--- src/rtl/sfs_pkg.sv ---
// Shared types and the opcode shape table for the flash command sequencer.
// Assumes single-bit SPI; the table is pure combinational decode.
package sfs_pkg;

    typedef enum logic [1:0] {DIR_NONE = 2'd0, DIR_RD = 2'd1, DIR_WR = 2'd2} dir_e;

    typedef struct packed {
        logic known;
        logic addr3;
        logic dummy;
        dir_e dir;
        logic pollable;
    } shape_t;

    typedef enum logic [1:0] {PH_OPC, PH_ADDR, PH_DUMMY, PH_DATA} phase_e;
    typedef enum logic [1:0] {ST_IDLE, ST_XFER, ST_GAP} state_e;

    localparam logic [7:0] OPC_WEN   = 8'h06;
    localparam logic [7:0] OPC_WDIS  = 8'h04;
    localparam logic [7:0] OPC_STAT  = 8'h05;
    localparam logic [7:0] OPC_IDENT = 8'h9F;
    localparam logic [7:0] OPC_RD    = 8'h03;
    localparam logic [7:0] OPC_RDF   = 8'h0B;
    localparam logic [7:0] OPC_PROG  = 8'h02;
    localparam logic [7:0] OPC_ER4K  = 8'h20;
    localparam logic [7:0] OPC_ER64K = 8'hD8;
    localparam logic [7:0] OPC_ERALL = 8'hC7;
    localparam logic [7:0] OPC_SLEEP = 8'hB9;
    localparam logic [7:0] OPC_WAKE  = 8'hAB;

    // Map an opcode to its frame shape; unknown codes return known = 0.
    function automatic shape_t shape_of(input logic [7:0] op);
        shape_t s;
        s = '0;
        case (op)
            OPC_WEN, OPC_WDIS, OPC_SLEEP, OPC_WAKE: s.known = 1'b1;
            OPC_STAT, OPC_IDENT: begin
                s.known = 1'b1;
                s.dir   = DIR_RD;
            end
            OPC_RD: begin
                s.known = 1'b1;
                s.addr3 = 1'b1;
                s.dir   = DIR_RD;
            end
            OPC_RDF: begin
                s.known = 1'b1;
                s.addr3 = 1'b1;
                s.dummy = 1'b1;
                s.dir   = DIR_RD;
            end
            OPC_PROG: begin
                s.known    = 1'b1;
                s.addr3    = 1'b1;
                s.dir      = DIR_WR;
                s.pollable = 1'b1;
            end
            OPC_ER4K, OPC_ER64K: begin
                s.known    = 1'b1;
                s.addr3    = 1'b1;
                s.pollable = 1'b1;
            end
            OPC_ERALL: begin
                s.known    = 1'b1;
                s.pollable = 1'b1;
            end
            default: s = '0;
        endcase
        return s;
    endfunction

endpackage

--- src/rtl/sfs_decode.sv ---
// Request decoder: looks up the frame shape of an opcode and decides whether
// the request must be refused (unknown opcode or over-long page program).
// Assumes nbytes is wide enough to hold MAX_PROG + 1.
module sfs_decode
    import sfs_pkg::*;
#(
    parameter int LEN_W    = 9,
    parameter int MAX_PROG = 256
) (
    input  logic [7:0]       op,
    input  logic [LEN_W-1:0] len,
    output shape_t           shape,
    output logic             reject
);

    // Combinational table lookup and refusal rule.
    always_comb begin
        shape  = shape_of(op);
        reject = !shape.known ||
                 ((shape.dir == DIR_WR) && (len > LEN_W'(MAX_PROG)));
    end

endmodule

--- src/rtl/sfs_bitshift.sv ---
// Byte serialiser for SPI mode 0. A load pulse starts one byte; bits leave
// MSB first, miso is sampled on each rising sclk, and byte_done pulses in the
// cycle after the eighth falling edge with the received byte on rx_byte.
// Assumes HALF_CLKS >= 1 system clocks per sclk half period.
module sfs_bitshift #(
    parameter int HALF_CLKS = 2
) (
    input  logic       clk,
    input  logic       rst_n,
    input  logic       load,
    input  logic [7:0] tx_byte,
    input  logic       miso,
    output logic       sclk,
    output logic       mosi,
    output logic       byte_done,
    output logic [7:0] rx_byte
);

    localparam int HCW = $clog2(HALF_CLKS + 1);

    logic [HCW-1:0] hcnt;
    logic [2:0]     bitn;
    logic [7:0]     tx_sr;
    logic [7:0]     rx_sr;
    logic           active;

    assign mosi    = tx_sr[7];
    assign rx_byte = rx_sr;

    // Half-period timer, clock toggling and the two shift registers.
    always_ff @(posedge clk) begin
        if (!rst_n) begin
            hcnt      <= '0;
            bitn      <= '0;
            tx_sr     <= '0;
            rx_sr     <= '0;
            active    <= 1'b0;
            sclk      <= 1'b0;
            byte_done <= 1'b0;
        end else begin
            byte_done <= 1'b0;
            if (load) begin
                tx_sr  <= tx_byte;
                bitn   <= '0;
                hcnt   <= '0;
                active <= 1'b1;
                sclk   <= 1'b0;
            end else if (active) begin
                if (hcnt == HCW'(HALF_CLKS - 1)) begin
                    hcnt <= '0;
                    if (!sclk) begin
                        sclk  <= 1'b1;
                        rx_sr <= {rx_sr[6:0], miso};
                    end else begin
                        sclk <= 1'b0;
                        if (bitn == 3'd7) begin
                            active    <= 1'b0;
                            byte_done <= 1'b1;
                        end else begin
                            bitn  <= bitn + 3'd1;
                            tx_sr <= {tx_sr[6:0], 1'b0};
                        end
                    end
                end else begin
                    hcnt <= hcnt + HCW'(1);
                end
            end
        end
    end

endmodule

--- src/rtl/sfs_frame_ctrl.sv ---
// Frame sequencer: walks opcode, address, dummy and data phases byte by byte,
// owns chip select and the inter-frame gap, and runs the status-poll loop.
// Assumes the serialiser reports each byte with a single byte_done pulse and
// that wr_data holds the next write byte whenever a byte may be taken.
module sfs_frame_ctrl
    import sfs_pkg::*;
#(
    parameter int LEN_W    = 9,
    parameter int GAP_CLKS = 4
) (
    input  logic             clk,
    input  logic             rst_n,
    input  logic             start,
    input  logic [7:0]       op,
    input  logic [23:0]      addr,
    input  logic [LEN_W-1:0] len,
    input  logic             auto_poll,
    input  shape_t           shape,
    input  logic             reject,
    input  logic [7:0]       wr_data,
    input  logic             byte_done,
    input  logic [7:0]       rx_byte,
    output logic             load,
    output logic [7:0]       tx_byte,
    output logic             cs_n,
    output logic             busy,
    output logic             done,
    output logic             err,
    output logic             rd_valid,
    output logic [7:0]       rd_data,
    output logic             wr_req
);

    localparam int GCW = $clog2(GAP_CLKS + 1);

    state_e           st;
    phase_e           ph;
    shape_t           sh_r;
    logic [LEN_W-1:0] len_r;
    logic [LEN_W-1:0] left;
    logic [23:0]      addr_r;
    logic             polling;
    logic             need_poll;
    logic [GCW-1:0]   gcnt;

    shape_t           act_sh;
    logic [LEN_W-1:0] act_len;
    logic             has_data;
    logic [7:0]       data_byte;
    logic             to_tail;
    logic             nx_end;
    phase_e           nx_ph;
    logic [7:0]       nx_byte;
    logic [LEN_W-1:0] nx_left;
    logic             nx_take;

    assign busy = (st != ST_IDLE);

    // Effective shape: a poll frame is a status read of one byte.
    always_comb begin
        act_sh    = polling ? shape_of(OPC_STAT) : sh_r;
        act_len   = polling ? LEN_W'(1) : len_r;
        has_data  = (act_sh.dir != DIR_NONE) && (act_len != '0);
        data_byte = (act_sh.dir == DIR_WR) ? wr_data : 8'h00;
    end

    // Choose the byte that follows the one just finished, or end the frame.
    always_comb begin
        nx_end  = 1'b0;
        nx_ph   = ph;
        nx_byte = 8'h00;
        nx_left = left;
        nx_take = 1'b0;
        to_tail = 1'b0;
        case (ph)
            PH_OPC: begin
                if (act_sh.addr3) begin
                    nx_ph   = PH_ADDR;
                    nx_byte = addr_r[23:16];
                    nx_left = LEN_W'(2);
                end else if (act_sh.dummy) begin
                    nx_ph = PH_DUMMY;
                end else begin
                    to_tail = 1'b1;
                end
            end
            PH_ADDR: begin
                if (left == LEN_W'(2)) begin
                    nx_byte = addr_r[15:8];
                    nx_left = LEN_W'(1);
                end else if (left == LEN_W'(1)) begin
                    nx_byte = addr_r[7:0];
                    nx_left = '0;
                end else if (act_sh.dummy) begin
                    nx_ph = PH_DUMMY;
                end else begin
                    to_tail = 1'b1;
                end
            end
            PH_DUMMY: to_tail = 1'b1;
            PH_DATA: begin
                if (left != '0) begin
                    nx_byte = data_byte;
                    nx_left = left - LEN_W'(1);
                    nx_take = (act_sh.dir == DIR_WR);
                end else begin
                    nx_end = 1'b1;
                end
            end
            default: nx_end = 1'b1;
        endcase
        if (to_tail) begin
            if (has_data) begin
                nx_ph   = PH_DATA;
                nx_byte = data_byte;
                nx_left = act_len - LEN_W'(1);
                nx_take = (act_sh.dir == DIR_WR);
            end else begin
                nx_end = 1'b1;
            end
        end
    end

    // Request acceptance, byte sequencing, gap timing and the poll loop.
    always_ff @(posedge clk) begin
        if (!rst_n) begin
            st        <= ST_IDLE;
            ph        <= PH_OPC;
            sh_r      <= '0;
            len_r     <= '0;
            left      <= '0;
            addr_r    <= '0;
            polling   <= 1'b0;
            need_poll <= 1'b0;
            gcnt      <= '0;
            load      <= 1'b0;
            tx_byte   <= '0;
            cs_n      <= 1'b1;
            done      <= 1'b0;
            err       <= 1'b0;
            rd_valid  <= 1'b0;
            rd_data   <= '0;
            wr_req    <= 1'b0;
        end else begin
            load     <= 1'b0;
            done     <= 1'b0;
            err      <= 1'b0;
            rd_valid <= 1'b0;
            wr_req   <= 1'b0;
            case (st)
                ST_IDLE: begin
                    if (start) begin
                        if (reject) begin
                            err <= 1'b1;
                        end else begin
                            sh_r      <= shape;
                            len_r     <= len;
                            addr_r    <= addr;
                            polling   <= 1'b0;
                            need_poll <= auto_poll && shape.pollable;
                            cs_n      <= 1'b0;
                            load      <= 1'b1;
                            tx_byte   <= op;
                            ph        <= PH_OPC;
                            st        <= ST_XFER;
                        end
                    end
                end
                ST_XFER: begin
                    if (byte_done) begin
                        if ((ph == PH_DATA) && (act_sh.dir == DIR_RD)) begin
                            if (polling) begin
                                need_poll <= rx_byte[0];
                            end else begin
                                rd_valid <= 1'b1;
                                rd_data  <= rx_byte;
                            end
                        end
                        if (nx_end) begin
                            cs_n <= 1'b1;
                            gcnt <= '0;
                            st   <= ST_GAP;
                        end else begin
                            load    <= 1'b1;
                            tx_byte <= nx_byte;
                            ph      <= nx_ph;
                            left    <= nx_left;
                            wr_req  <= nx_take;
                        end
                    end
                end
                ST_GAP: begin
                    if (gcnt == GCW'(GAP_CLKS - 1)) begin
                        if (need_poll) begin
                            polling <= 1'b1;
                            cs_n    <= 1'b0;
                            load    <= 1'b1;
                            tx_byte <= OPC_STAT;
                            ph      <= PH_OPC;
                            st      <= ST_XFER;
                        end else begin
                            done <= 1'b1;
                            st   <= ST_IDLE;
                        end
                    end else begin
                        gcnt <= gcnt + GCW'(1);
                    end
                end
                default: st <= ST_IDLE;
            endcase
        end
    end

endmodule

--- src/rtl/spi_flash_seq.sv ---
// Top of the serial NOR flash command sequencer: decoder, frame controller
// and bit serialiser. One request produces one frame, plus status-poll
// frames when auto-poll applies. Assumes a single flash on the bus.
module spi_flash_seq
    import sfs_pkg::*;
#(
    parameter int CLK_HALF = 2,
    parameter int GAP_CLKS = 4,
    parameter int MAX_PROG = 256,
    parameter int LEN_W    = 9
) (
    input  logic             clk,
    input  logic             rst_n,
    input  logic             start,
    input  logic [7:0]       opcode,
    input  logic [23:0]      addr,
    input  logic [LEN_W-1:0] nbytes,
    input  logic             auto_poll,
    input  logic [7:0]       wr_data,
    output logic             wr_req,
    output logic [7:0]       rd_data,
    output logic             rd_valid,
    output logic             busy,
    output logic             done,
    output logic             err,
    output logic             sclk,
    output logic             cs_n,
    output logic             mosi,
    input  logic             miso
);

    shape_t     dec_shape;
    logic       dec_reject;
    logic       sh_load;
    logic [7:0] sh_tx;
    logic       sh_done;
    logic [7:0] sh_rx;

    sfs_decode #(.LEN_W(LEN_W), .MAX_PROG(MAX_PROG)) u_decode (
        .op     (opcode),
        .len    (nbytes),
        .shape  (dec_shape),
        .reject (dec_reject)
    );

    sfs_frame_ctrl #(.LEN_W(LEN_W), .GAP_CLKS(GAP_CLKS)) u_ctrl (
        .clk       (clk),
        .rst_n     (rst_n),
        .start     (start),
        .op        (opcode),
        .addr      (addr),
        .len       (nbytes),
        .auto_poll (auto_poll),
        .shape     (dec_shape),
        .reject    (dec_reject),
        .wr_data   (wr_data),
        .byte_done (sh_done),
        .rx_byte   (sh_rx),
        .load      (sh_load),
        .tx_byte   (sh_tx),
        .cs_n      (cs_n),
        .busy      (busy),
        .done      (done),
        .err       (err),
        .rd_valid  (rd_valid),
        .rd_data   (rd_data),
        .wr_req    (wr_req)
    );

    sfs_bitshift #(.HALF_CLKS(CLK_HALF)) u_shift (
        .clk       (clk),
        .rst_n     (rst_n),
        .load      (sh_load),
        .tx_byte   (sh_tx),
        .miso      (miso),
        .sclk      (sclk),
        .mosi      (mosi),
        .byte_done (sh_done),
        .rx_byte   (sh_rx)
    );

endmodule

--- config.mk ---
export PLATFORM = sky130hd
export DESIGN_NAME = spi_flash_seq
export DESIGN_NICKNAME = d
export VERILOG_FILES = /design/src/rtl/sfs_pkg.sv /design/src/rtl/sfs_decode.sv /design/src/rtl/sfs_bitshift.sv /design/src/rtl/sfs_frame_ctrl.sv /design/src/rtl/spi_flash_seq.sv
export SDC_FILE = /design/constraint.sdc
export NUM_CORES = 1
export LEC_CHECK = 0
export ABC_AREA = 1
export BUFFER_PORTS_ARGS = -buffer_cell sky130_fd_sc_hd__buf_2
export CELL_PAD_IN_SITES_DETAIL_PLACEMENT = 1
export CELL_PAD_IN_SITES_GLOBAL_PLACEMENT = 2
export CORE_UTILIZATION = 30
export CTS_BUF_LIST = sky130_fd_sc_hd__clkbuf_4
export CTS_CLUSTER_SIZE = 14
export DETAILED_ROUTE_END_ITERATION = 12
export PLACE_DENSITY = 0.81
export SLEW_MARGIN = 20
export SYNTH_ARGS = -nofsm -noshare
export SYNTH_HDL_FRONTEND = slang
export SYNTH_SLANG_ARGS = --single-unit
--- constraint.sdc ---
create_clock -name clk -period 1.9 [get_ports clk]
set_clock_uncertainty 0.1 [all_clocks]
set_input_delay 0.38 -clock clk [delete_from_list [all_inputs] [get_ports clk]]
set_output_delay 0.38 -clock clk [all_outputs]
set_load 0.1 [all_outputs]
### After elaboration in Yosys (flattened, before gate mapping)

Index checks and enable logic that the tools add are counted.

* register bits after elaboration: 102
* input bits: 54
* output and inout port bits: 16
* logic and storage cells: 228

* add/subtract/negate cells: 5
* order comparisons: 1
* equality and inequality tests: 36
* multiplexer cells: 106
* bitwise logic cells: 11
* reductions and logical operators: 42

Operators with widths (count)
* 8-bit two-way mux: 18
* 9-bit two-way mux: 7
* 8-bit one-hot mux with 3 select lines: 2
* 1-bit two-way mux: 46
* 8-bit == test (second input constant): 5
* 2-bit two-way mux: 18
* 9-bit one-hot mux with 3 select lines: 1
* 8-bit by 3-bit == test with 1-bit output (second input constant): 3
* 4-bit AND reduction: 6
* 9-bit nonzero test: 2
* 9-bit by 1-bit subtractor with 9-bit output (second input constant): 2
* 8-bit by 2-bit == test with 1-bit output (second input constant): 2
* 2-bit nonzero test: 8
* 7-bit AND reduction: 2
* 2-bit by 1-bit != test with 1-bit output (second input constant): 6
* 2-bit one-hot mux with 3 select lines: 2
* 3-bit AND reduction: 4
* 12-bit OR reduction: 1
* 4-bit OR reduction: 3
* 1-bit inverter: 11
* 2-bit == test (second input constant): 5
* 2-bit != test (second input constant): 5
* 5-bit AND reduction: 2
* 5-bit OR reduction: 2
* 24 further kinds: 38

### Longest topological paths before layout

* word-level depth: 10
* mapped depth: 17

### Hierarchy

From an unflattened synthesis, not the netlist that was laid out.

* cell total of the unflattened synthesis: 876
* area, all modules: 5878.1 µm²

By module, submodules not included
* sfs_frame_ctrl: instances 1, cells an instance 666, area each 4495.6 µm²
* sfs_bitshift: instances 1, cells an instance 133, area each 1006.0 µm²
* sfs_decode: instances 1, cells an instance 77, area each 376.6 µm²

### Worst setup path after synthesis

No wires, ideal clock.

* path type: reg-to-reg
* start point: register u_ctrl.st[0]
* end point: register u_ctrl.tx_byte[0]
* library setup time: 0.112 ns
* arrival time: 2.457 ns
* data required time: 1.688 ns
* slack: -0.769 ns
* stages on the path, launching flop included: 12
* clock period less this slack: 2.669 ns
* cells stage by stage: dfxtp_1 -> inv_1 -> ha_1 -> inv_1 -> or2_2 -> nand2_1 -> a21oi_1 -> a21boi_4 -> nand2_4 -> buf_12 -> nor2_2 -> nor2_2

* longest elaborated chain between the ends: 3

RTL lines
* from (decl): RTL line sfs_frame_ctrl.sv:36 `state_e st;`
* from (signal assigned): RTL line sfs_frame_ctrl.sv:127 `st <= ST_IDLE;`
* from (signal assigned): RTL line sfs_frame_ctrl.sv:165 `st <= ST_XFER;`
* from (signal assigned): RTL line sfs_frame_ctrl.sv:182 `st <= ST_GAP;`
* 2-bit by 1-bit == test with 1-bit output (tied with other cells): RTL line sfs_frame_ctrl.sv:150 `case (st)`
* 2-bit != test (no line) (tied with other cells)
* 7-bit AND reduction (no line)
* to (signal assigned): RTL line sfs_frame_ctrl.sv:163 `tx_byte <= op;`
* to (signal assigned): RTL line sfs_frame_ctrl.sv:185 `tx_byte <= nx_byte;`
* to (decl): RTL line sfs_frame_ctrl.sv:24 `output logic [7:0] tx_byte,`

Parallel ways exist; a longest one is shown, timed or not.
A chain may end at the register's enable or synchronous reset.

### Worst setup path in the final report

* start point: register u_ctrl.polling
* end point: register u_ctrl.left[6]

* longest elaborated chain between the ends: 8

RTL lines
* from (decl): RTL line sfs_frame_ctrl.sv:42 `logic polling;`
* from (signal assigned): RTL line sfs_frame_ctrl.sv:133 `polling <= 1'b0;`
* from (signal assigned): RTL line sfs_frame_ctrl.sv:159 `polling <= 1'b0;`
* from (signal assigned): RTL line sfs_frame_ctrl.sv:195 `polling <= 1'b1;`
* branches (longest 8 deep; another with 9-bit by 1-bit subtractor with 9-bit output)
* to (signal assigned): RTL line sfs_frame_ctrl.sv:187 `left <= nx_left;`
* to (decl): RTL line sfs_frame_ctrl.sv:40 `logic [LEN_W-1:0] left;`

Several ways; the timed one is not identified.

==> flow_summary.ini <==
[detailed_routing]
dr.max_layer_used = met4
drtIter0Drc = 257
post_drt_wl_per_cell_um = 15.7
drtPass1Iterations = 8
met1_length_um = 9690
via_count = 6309
drc = 4
met3WireLength_um = 948
viasPerCell = 4.80
routed-wl-met2_um = 9820
wirelength_um = 20700
ant_nets = 0

[timing]
finalCritPeriodShare = 1.07
setup_ws_ns = -0.124
finalSetupTns_ns = -1.69
setup_viol = 25
worst_slew_pin_slew_ns = 0.515
hold_violations = 0
max_freq_ghz = 0.494
rsz0062_at_grt = true
period_minus_slack_ns = 2.02
slew_viol_final = 0
maxSlewHeadroom = 0.659

[place]
place_hpwl_um = 14800
io_buffers = 69
place.gp.congestion = 0.844
placed_cell_area_sq_um = 7100
dp_slack_ns = -0.326

[critical_path]
r2r-start = u_ctrl.polling
critical_path.cell_chain = inv_2 > nand2_2 > inv_2 > ha_4 > nand2_4 > nor2_4 > buf_4 > nand3_2 > xor2_2 > or2_2 > nand3_2 > a21oi_2
critPathLaunch = u_ctrl.polling
slowest_delay_ns = 0.36
cp_slowest_cell = dfxtp_2
cp_top_family = simple AND/OR/NAND/NOR gates
regToRegSetupSlack_ns = -0.12
path_class = reg -> reg
worstSetupPathDepth = 12
crit_path_end_kind = register
path_buf_inv = 3
cp.arrival_ns = 2.32
cp-start-kind = register
crit_path_end = u_ctrl.left[6]
ff2ff_path_depth = 12
required_ns = 2.20
cp_max_fo = 3
r2r-end = u_ctrl.left[6]

[die]
ios = 70
start_util = 0.309
core_area_sq_um = 18100
dieArea_sq_um = 19200
die_h_um = 139
num_rows = 49
die_width_um = 139

[cts]
cts_tree = done
cts_buffer_depth = 2
clk_pin_slew_ns = 0.19
cts.sinks = 101
h-tree-depth = 3
clk_latency_ns = 0.51
ctsRootBufferMaster = clkbuf_4
numCtsBuffers = 9

[power_and_ir_drop]
power_leakage_nw = 3.95
peakVddDrop_mv = 0.324
intPower_mw = 2.87
clockPowerShare = 0.264
swShare = 0.327
pwr-share-comb = 0.221
net-switching-power_mw = 1.39
seq_power_share = 0.515
power_density_nw_per_um2 = 521

[grt]
grt_max_degree = 76
grt_use_total = 0.222
grt_pass1_vias = 6578
antenna_found_initial = 1
grt_pass1_wl_um = 34100
grt-ovfl-total = 0

[synth]
ys_async_sr_fraction = 0
yosysTopAreaCell = dfxtp_1
synth.top_cell.area_share = 0.360
ys_ff_latch = 101
yosysWarnings = 0
avgSynthCellArea_sq_um = 6.51
synth_edf_count = 0
netlist_area_sq_um = 5610
synth_common_cells = 189 x nor2_1, 179 x nand2_1, 101 x dfxtp_1
netlist_top_cells_area = dfxtp_1 36%, nor2_1 13%, nand2_1 12%
synthFlopType = dfxtp_1
syn_nets = 929
synth_cell_types = 42
ys_seq_area_frac = 0.360
syn_inst = 861
yosysMostFrequentCell = nor2_1

[worst_hold_path]
hp-class = in -> reg

[cells_and_area]
nets = 1148
nFillCells = 2356
final_area_sq_um = 8170
areaGrowthSynthToFinish_pct = 45.7
drive_gt1_frac = 0.364

[job]
drv_cap = 0

[run_status]
violations = design-rule violations, negative setup slack
status = finished with violations
## kinds of logic after synthesis
kind of cell | Yosys count | synth area share
AO/OA/AOI/OAI | 141 | 0.138
XOR/XNOR | 6 | 0.00937
adder cells (fa/ha/maj) | 14 | 0.0312
buffers and inverters | 108 | 0.0801
flip-flops | 101 | 0.360
AND/OR/NAND/NOR | 491 | 0.381
## sequential cells by signal, summed over array words and instances, names as in the netlist, 2 cells and up
| name | cells |
|---|---|
| u_ctrl.st | 2 |
| u_shift.hcnt | 2 |
| u_shift.tx_sr | 8 |
| u_shift.bitn | 3 |
| u_ctrl.len_r | 9 |
| u_ctrl.tx_byte | 8 |
| u_ctrl.gcnt | 3 |
| u_ctrl.rd_data | 8 |
| u_ctrl.left | 9 |
| u_ctrl.addr_r | 24 |
| u_ctrl.sh_r | 4 |
| u_ctrl.ph | 2 |
| u_shift.rx_byte | 8 |
## final cells by class
type	instances	area, sq um	area share
timing repair buffer	228	1750	0.214
multi-input combinational	656	3630	0.445
tap	229	287	0.0351
inverter	84	337	0.0412
sequential	101	2050	0.250
clock buffer	9	67.6	0.00827
clock inverter	7	55.1	0.00674
antenna	1	2.50	0.000306
## layout by cell type, fill, tap and decap left out, types with 4 or more instances in the layout
cell type | synthesis | layout
buf_12 | 1 | 7
inv_4 | 0 | 7
nand3_2 | 4 | 16
ha_1 | 14 | 8
nor2_1 | 189 | 175
dfxtp_1 | 101 | 92
nand2_1 | 179 | 152
inv_1 | 68 | 57
o21ai_0 | 90 | 74
buf_6 | 2 | 14
dfxtp_2 | 0 | 4
inv_2 | 13 | 16
dfxtp_4 | 0 | 5
o21ai_2 | 1 | 9
nand3_1 | 51 | 37
clkbuf_4 | 0 | 9
ha_4 | 0 | 5
nand4_1 | 6 | 6
buf_4 | 1 | 115
nor2_2 | 21 | 26
dlygate4sd3_1 | 0 | 23
a31oi_1 | 4 | 4
nor2_4 | 3 | 12
nand2_4 | 3 | 9
nor3_1 | 10 | 7
nand2_2 | 15 | 37
a21oi_2 | 0 | 7
o21ai_1 | 3 | 11
buf_2 | 7 | 68
a21oi_1 | 32 | 25
## layer usage
metal | vias up | GRT usage
met5 | - | 0
met4 | 0 | 0.0485
met3 | 15 | 0.0383
met2 | 95 | 0.381
met1 | 2996 | 0.292
li1 | 3203 | -
## worst min-delay path by stage
stage / startpoint / to / slack (ns) / depth (start not counted)
after floorplan: u_shift.bitn[0] / u_shift.bitn[0] / 0.33 / 1
after global placement: u_ctrl.addr_r[18] / u_ctrl.addr_r[18] / 0.35 / 2
after detailed placement: u_ctrl.addr_r[18] / u_ctrl.addr_r[18] / 0.35 / 2
after CTS: nbytes[3] / u_ctrl.len_r[3] / 0.04 / 3
after global routing: addr[16] / u_ctrl.addr_r[16] / 0.03 / 3
final: addr[16] / u_ctrl.addr_r[16] / 0.05 / 3
## power groups by stage
stage,registers (mW),clock network [mW],logic [mW]
after floorplan,2.26,0,0.391
after global placement,2.24,0,0.729
after detailed placement,2.24,0,0.742
after CTS,2.20,1.18,0.870
after global routing,2.20,1.26,1.02
final,2.19,1.12,0.942
## through the flow
step | util | total power [mW] | instances | hold slack (ns)
2_1_floorplan | - | 2.66 | 861 | 0.328
3_3_place_gp | 0.391 | 2.97 | 1252 | 0.347
3_5_place_dp | 0.391 | 2.99 | 1252 | 0.352
5_1_grt | 0.450 | 4.49 | 1315 | 0.0261
4_1_cts | 0.434 | 4.25 | 1309 | 0.0382
6_report | 0.450 | 4.26 | 1315 | 0.0529
## timing repair
action / CTS / global route
buffers inserted: 16 / 3
gates cloned: 3 / 2
endpoints found under the hold margin: 23 / 0
resized for setup: 77 / 77
setup endpoints to repair: 30 / 67
pin swaps: 30 / 18
hold buffers: 23 / 0
## tightest hold or removal path, cell delays in order
cell and delay (ns):
buf_2 0.08, o21ai_1 0.07, a21oi_1 0.10
(Power assumes the default switching activity.)
